$ cat src/rtl/sbs_pkg.sv
package sbs_pkg;
    typedef enum logic [2:0] {
        OP_SLEEP,
        OP_DESEL,
        OP_START_RD,
        OP_START_WR,
        OP_STEP,
        OP_STAY
    } op_e;
endpackage

$ cat src/rtl/sbs_cycle_decode.sv
module sbs_cycle_decode
    import sbs_pkg::*;
#(
    parameter int NBYTE = 8
) (
    input  logic             cpu_stb_n_i,
    input  logic             set_stb_n_i,
    input  logic             adv_n_i,
    input  logic             en_n_i,
    input  logic             en_hi_i,
    input  logic             en_lo_n_i,
    input  logic             all_wr_n_i,
    input  logic             byte_wr_n_i,
    input  logic [NBYTE-1:0] byte_en_n_i,
    input  logic             sleep_i,
    input  logic             wake_busy_i,
    output op_e              op_o,
    output logic             wr_o,
    output logic [NBYTE-1:0] byte_mask_o
);
    logic sel;
    logic cpu_go;
    logic set_go;

    always_comb begin
        wr_o        = !all_wr_n_i || (!byte_wr_n_i && !(&byte_en_n_i));
        byte_mask_o = all_wr_n_i ? (~byte_en_n_i & {NBYTE{!byte_wr_n_i}}) : '1;
        sel         = en_hi_i && !en_lo_n_i;
        // the processor strobe only counts under the primary enable
        cpu_go      = !cpu_stb_n_i && !en_n_i && !wake_busy_i;
        set_go      = !set_stb_n_i && !wake_busy_i;
        if (sleep_i) begin
            op_o = OP_SLEEP;
        end else if (cpu_go) begin
            op_o = sel ? OP_START_RD : OP_DESEL;
        end else if (set_go) begin
            if (!en_n_i && sel) begin
                op_o = wr_o ? OP_START_WR : OP_START_RD;
            end else begin
                op_o = OP_DESEL;
            end
        end else begin
            op_o = adv_n_i ? OP_STAY : OP_STEP;
        end
    end
endmodule

$ cat src/rtl/sbs_burst_seq.sv
module sbs_burst_seq #(
    parameter int AW         = 6,
    parameter bit INTERLEAVE = 1'b1
) (
    input  logic [AW-1:0] base_i,
    input  logic [1:0]    cnt_i,
    output logic [AW-1:0] addr_o
);
    logic [1:0] low;

    generate
        if (INTERLEAVE) begin : g_xor
            assign low = base_i[1:0] ^ cnt_i;
        end else begin : g_lin
            assign low = base_i[1:0] + cnt_i;
        end
    endgenerate

    assign addr_o = {base_i[AW-1:2], low};
endmodule

$ cat src/rtl/sbs_mem_array.sv
module sbs_mem_array #(
    parameter int AW    = 6,
    parameter int NBYTE = 8
) (
    input  logic               clk,
    input  logic               we_i,
    input  logic [NBYTE-1:0]   wmask_i,
    input  logic [AW-1:0]      waddr_i,
    input  logic [NBYTE*8-1:0] wdata_i,
    input  logic [AW-1:0]      raddr_i,
    output logic [NBYTE*8-1:0] rdata_o
);
    localparam int DEPTH = 1 << AW;
    localparam int DW    = NBYTE * 8;

    logic [DW-1:0] mem [DEPTH];

    always_ff @(posedge clk) begin
        if (we_i) begin
            for (int b = 0; b < NBYTE; b++) begin
                if (wmask_i[b]) begin
                    mem[waddr_i][b*8 +: 8] <= wdata_i[b*8 +: 8];
                end
            end
        end
    end

    assign rdata_o = mem[raddr_i];
endmodule

$ cat src/rtl/sync_burst_sram.sv
module sync_burst_sram
    import sbs_pkg::*;
#(
    parameter int AW         = 6,
    parameter int NBYTE      = 8,
    parameter bit INTERLEAVE = 1'b1,
    parameter int WAKE_CYC   = 4
) (
    input  logic               clk,
    input  logic               rst_n,
    input  logic [AW-1:0]      addr_i,
    input  logic [NBYTE*8-1:0] wdata_i,
    input  logic               cpu_stb_n_i,
    input  logic               set_stb_n_i,
    input  logic               adv_n_i,
    input  logic               en_n_i,
    input  logic               en_hi_i,
    input  logic               en_lo_n_i,
    input  logic               all_wr_n_i,
    input  logic               byte_wr_n_i,
    input  logic [NBYTE-1:0]   byte_en_n_i,
    input  logic               oe_n_i,
    input  logic               pipe_sel_i,
    input  logic               sleep_i,
    output logic [NBYTE*8-1:0] rd_data_o,
    output logic               rd_drive_o
);
    localparam int DW = NBYTE * 8;
    localparam int WW = $clog2(WAKE_CYC + 1);

    typedef struct packed {
        logic          act;
        logic          rd;
        logic [AW-1:0] base;
        logic [1:0]    cnt;
        logic [WW-1:0] wake;
        logic          pv;
        logic [DW-1:0] pdata;
    } st_t;

    st_t st_d, st_q;

    op_e              op;
    logic             wr;
    logic [NBYTE-1:0] byte_mask;
    logic             wake_busy;
    logic             rd_now;
    logic             mem_we;
    logic [AW-1:0]    waddr;
    logic [AW-1:0]    raddr;
    logic [DW-1:0]    rd_word;
    logic             present;
    logic [DW-1:0]    present_word;

    assign wake_busy = (st_q.wake != '0);
    assign rd_now    = st_q.rd;

    sbs_cycle_decode #(.NBYTE(NBYTE)) u_decode (
        .cpu_stb_n_i (cpu_stb_n_i),
        .set_stb_n_i (set_stb_n_i),
        .adv_n_i     (adv_n_i),
        .en_n_i      (en_n_i),
        .en_hi_i     (en_hi_i),
        .en_lo_n_i   (en_lo_n_i),
        .all_wr_n_i  (all_wr_n_i),
        .byte_wr_n_i (byte_wr_n_i),
        .byte_en_n_i (byte_en_n_i),
        .sleep_i     (sleep_i),
        .wake_busy_i (wake_busy),
        .op_o        (op),
        .wr_o        (wr),
        .byte_mask_o (byte_mask)
    );

    // address of the access made at the coming edge
    sbs_burst_seq #(.AW(AW), .INTERLEAVE(INTERLEAVE)) u_seq_next (
        .base_i (st_d.base),
        .cnt_i  (st_d.cnt),
        .addr_o (waddr)
    );

    // address of the access made at the last edge
    sbs_burst_seq #(.AW(AW), .INTERLEAVE(INTERLEAVE)) u_seq_cur (
        .base_i (st_q.base),
        .cnt_i  (st_q.cnt),
        .addr_o (raddr)
    );

    sbs_mem_array #(.AW(AW), .NBYTE(NBYTE)) u_mem (
        .clk     (clk),
        .we_i    (mem_we),
        .wmask_i (byte_mask),
        .waddr_i (waddr),
        .wdata_i (wdata_i),
        .raddr_i (raddr),
        .rdata_o (rd_word)
    );

    always_comb begin
        st_d       = st_q;
        st_d.rd    = 1'b0;
        st_d.pv    = st_q.rd;
        st_d.pdata = rd_word;
        mem_we     = 1'b0;
        if (op == OP_SLEEP) begin
            st_d.wake = WW'(WAKE_CYC);
        end else if (wake_busy) begin
            st_d.wake = st_q.wake - 1'b1;
        end
        case (op)
            OP_SLEEP, OP_DESEL: begin
                st_d.act = 1'b0;
            end
            OP_START_RD: begin
                st_d.act  = 1'b1;
                st_d.base = addr_i;
                st_d.cnt  = 2'd0;
                st_d.rd   = 1'b1;
            end
            OP_START_WR: begin
                st_d.act  = 1'b1;
                st_d.base = addr_i;
                st_d.cnt  = 2'd0;
                mem_we    = 1'b1;
            end
            OP_STEP: begin
                if (st_q.act) begin
                    st_d.cnt = st_q.cnt + 2'd1;
                    mem_we   = wr;
                    st_d.rd  = !wr;
                end
            end
            default: begin
                if (st_q.act) begin
                    mem_we  = wr;
                    st_d.rd = !wr;
                end
            end
        endcase
    end

    always_ff @(posedge clk or negedge rst_n) begin
        if (!rst_n) begin
            st_q <= '0;
        end else begin
            st_q <= st_d;
        end
    end

    always_comb begin
        present      = pipe_sel_i ? st_q.pv : st_q.rd;
        present_word = pipe_sel_i ? st_q.pdata : rd_word;
        rd_drive_o   = present && !oe_n_i;
        rd_data_o    = rd_drive_o ? present_word : '0;
    end
endmodule

$ cat config.mk
export PLATFORM = sky130hd
export DESIGN_NAME = sync_burst_sram
export DESIGN_NICKNAME = d
export VERILOG_FILES = /design/src/rtl/sbs_pkg.sv /design/src/rtl/sbs_cycle_decode.sv /design/src/rtl/sbs_burst_seq.sv /design/src/rtl/sbs_mem_array.sv /design/src/rtl/sync_burst_sram.sv
export SDC_FILE = /design/constraint.sdc
export NUM_CORES = 2
export LEC_CHECK = 0
export BUFFER_PORTS_ARGS = -buffer_cell sky130_fd_sc_hd__buf_4
export CORE_MARGIN = 1
export CORE_UTILIZATION = 52
export DETAILED_ROUTE_END_ITERATION = 12
export PLACE_DENSITY = 0.67
export SYNTH_ARGS = -nofsm -noshare
export SYNTH_HDL_FRONTEND = slang
export SYNTH_HIERARCHICAL = 1
export SYNTH_SLANG_ARGS = --single-unit
$ cat constraint.sdc
create_clock -name clk -period 9.71 [get_ports clk]
set_clock_uncertainty 0.2 [all_clocks]
set_input_delay 0.971 -clock clk [delete_from_list [all_inputs] [get_ports clk]]
set_output_delay 0.971 -clock clk [all_outputs]
set_load 0.05 [all_outputs]
==> summary.md <==
After synthesis the netlist holds a flip-flop and latch count of 4174. Timing analysis after detailed placement gives a worst setup slack of 2.47 ns. TritonCTS built the clock tree. The first global-routing pass estimated 615000 um of wire. In the finished design, the share of the clock period the worst path needs comes to 73.8%. The register clock-pin slew on the reported worst setup and hold paths came out at 0.06 ns.

The area share of the largest cell type after synthesis came out at 76.9%. Dividing the detail-routed wire length by the instance count gives 36.6 um. The via-per-instance ratio is 6.66.

For this design, the sink count on the clock tree is 4174. Entering global routing, the biggest net connects 132 pins. The count of final max-slew check failures is 0. For the placer congestion estimate, the log shows 0.850. After technology mapping, the gate count stands at 7312.

The share of post-route cells with drive strength above 1 is 25.0%, and the total wire length after detailed routing is 441000 um. The commonest cells after synthesis are sky130_fd_sc_hd__edfxtp_1, sky130_fd_sc_hd__mux4_2, sky130_fd_sc_hd__nor2_1, sky130_fd_sc_hd__a22oi_1, sky130_fd_sc_hd__buf_2. For this run, asynchronously set or reset flops after synthesis account for 1.87%. The logs give 7405 for the post-synthesis net count and 5 for the deepest level of the CTS H-tree. Along the worst path, the maximum fanout reaches 43. Global routing finished with a remaining overflow of 0. The worst min-delay path category was in2reg.

The largest vdd supply drop was 0.000362 V; the mean post-synth cell area was 21.9 um2. The vias after detailed routing is 80300. The number of different library cells used by synthesis comes to 50. In the synthesized netlist the dominant register cell turns out to be sky130_fd_sc_hd__edfxtp_1. Power spread over the standard cell area amounts to 283 nW/um2. The worst hold path cell count came out at 2. The tools report the kind of end point of the critical path as a primary output. For the via count of the first global-routing pass, the log shows 79600. 156 I/O pins were placed.

Setup violations remaining at the end of the flow were counted as 0. Detailed placement finished with a half-perimeter wire length of 262000 um. Compared with the post-synthesis result, the final layout area differs by 12.0%. In this run, CTS created clock tree buffers numbering 409. Number of synthesized flops with an enable pin: 4096. The slack of the worst reg-to-reg path came out at 2.98 ns.

The tools report the total track usage as 28.5%. In the routed design, unresolved DRC markers number 0. For the pin with the worst max-slew slack, the measured transition is 1.33 ns. The setup slack after layout is 2.54 ns. The logs give 6 for the number of warnings issued by yosys and 52.3% for the starting density of the core.

For the setup total negative slack, the log shows 0 ns. The run finished with clean final reports. The kind of critical path was reg2out. The tools report the die area as 310000 um2.

The most numerous cell in the Yosys netlist is sky130_fd_sc_hd__edfxtp_1. The timing-limited maximum frequency came out at 140 MHz. The root buffer cell chosen for the clock tree is sky130_fd_sc_hd__clkbuf_16. The data arrival at the endpoint of the critical path was 6.00 ns. In this run the vertical extent of the chip is 557 um. Measured against its own limit, the worst slew margin works out to 10.9%. The detailed router finished its first iteration with 11700 violations.

At the worst endpoint, the required time is 8.54 ns. The tools report the standby leakage power as 0.0546 uW. The chip width was 557 um. The initial antenna violation count came out at 34. For the count of placed standard cells including taps, the log shows 11200. Depth of the most critical reg-to-reg path: 14. The tools report the hold violation count in the final report as 0.

The total area inside the core boundary comes to 306000 um2. During placement, the flow inserted port buffers numbering 155. The final period demand of the worst path was 7.17 ns.

Setup repair after global routing left no endpoint under its margin. The tools report the antenna violation net count after detailed routing as 0. In this run the core area contains 203 standard-cell rows.

The worst setup path is launched from a flop. The longest clock path from root to sink contains 4 buffers. The completed layout was analyzed and its total power is 50800 uW. For this run, the number of standard cells in the final layout without fillers is 12000. For this run, the post-layout net count is 7654. Across the run, the number of max-cap violations was 0. After synthesis, the cell types taking the most area are sky130_fd_sc_hd__edfxtp_1, sky130_fd_sc_hd__mux4_2, sky130_fd_sc_hd__nor2_1. The sequential element share of the synthesized area is 78.1%.

Area of the mapped netlist: 160000 um2. Of all cell types, the one taking the most synthesized area is sky130_fd_sc_hd__edfxtp_1. For the number of search-and-repair iterations in the first detailed-routing pass, the log shows 10. The later pin in the worst-skew pair is clocked with a latency of 0.98 ns.
[metrics by stage]
stage	cell area (um2)	util (%)	hold WS (ns)
CTS	179000	58.5	0.0876
global placement	166000	54.1	0.166
floorplan	160000	-	0.153
global route	179000	58.5	0.112
detailed placement	166000	54.1	0.172
finish	179000	58.5	0.138
[path summary, 6_finish.rpt]
path,startpoint,to
max in group asynchronous,rst_n,st_q[74]
min in group asynchronous,rst_n,st_q[0]
max reg2reg,st_q[65],u_mem/mem[26][54]
max,st_q[68],rd_data_o[19]
min reg2reg,rd_now,st_q[64]
min,addr_i[0],st_q[70]
[area by class of cell]
class / count / area, um2
fill: 21500 / 127000
sequential: 4174 / 125000
multi-input combinational: 2672 / 33100
clock buffer: 508 / 10800
tap: 4100 / 5130
clock inverter: 255 / 2610
timing repair buffer: 295 / 2440
antenna: 34 / 85.1
inverter: 9 / 33.8
[report_power, final]
part           total, uW  internal, uW  leakage (uW)  switching [uW]
sequential         20100         20000        0.0377             135
combinational      14900          6330        0.0104            8590
clock              15800          8980       0.00653            6800
[routing by layer]
layer	global-route usage (%)	share of wire (%)	vias to the layer above
met5	0	0.037	-
met4	13.0	4.8	18
met3	7.05	12	840
met2	43.6	47	5165
met1	39.1	37	42900
li1	-	-	31400
[repair_timing]
| item | in CTS | in global routing |
|---|---|---|
| gates resized for setup | 0 | 0 |
| buffers inserted | 0 | 0 |
| hold buffers | 1 | 0 |
| endpoints found under the hold margin | 34 | 0 |
[cell families after synthesis]
| logic type | after synthesis | share of synthesized area (%) |
|---|---|---|
| compound gates | 598 | 2.82 |
| flops | 4174 | 78.1 |
| simple gates | 883 | 2.27 |
| mux | 1184 | 15.4 |
| buf+inv | 466 | 1.35 |
| fa+ha+maj | 2 | 0.0156 |
| xor+xnor | 5 | 0.0274 |
[flip-flops by register name, summed over array words and instances (netlist names)]
name	flops
rd_now	1
st_q	77
u_mem/mem	4096
[critical path, stage by stage, from the launching register on]
cell and delay, ns:
sky130_fd_sc_hd__dfrtp_1 0.53, sky130_fd_sc_hd__xor2_4 0.61, sky130_fd_sc_hd__buf_12 0.33, sky130_fd_sc_hd__buf_4 0.61, sky130_fd_sc_hd__buf_4 0.79, sky130_fd_sc_hd__mux4_2 0.64
sky130_fd_sc_hd__o22ai_1 0.28, sky130_fd_sc_hd__nor2_1 0.09, sky130_fd_sc_hd__o211a_1 0.24, sky130_fd_sc_hd__mux2i_1 0.40, sky130_fd_sc_hd__nor2_1 0.13, sky130_fd_sc_hd__buf_4 0.25
[cell usage in the layout (no fill, tap or decap), drive strengths merged, types with 2 or more instances in the layout]
master / n
nand3: 131
a22oi: 256
xor2: 4
and2: 3
bufinv: 38
dfrtp: 78
clkbuf: 508
mux4: 1024
mux2: 6
nand4: 2
o22ai: 103
or2: 3
clkinv: 185
o221ai: 64
o211a: 64
diode: 34
a211oi: 66
or3b: 3
nand2: 82
buf: 294
ha: 2
o21ai: 11
nor2b: 7
clkinvlp: 21
and3b: 4
or3: 2
and3: 2
inv: 20
nand2b: 5
edfxtp: 4096
a21oi: 27
nor3: 3
mux2i: 154
nor2: 626
nor3b: 7
No activity file was read; power rests on OpenSTA's default activity.
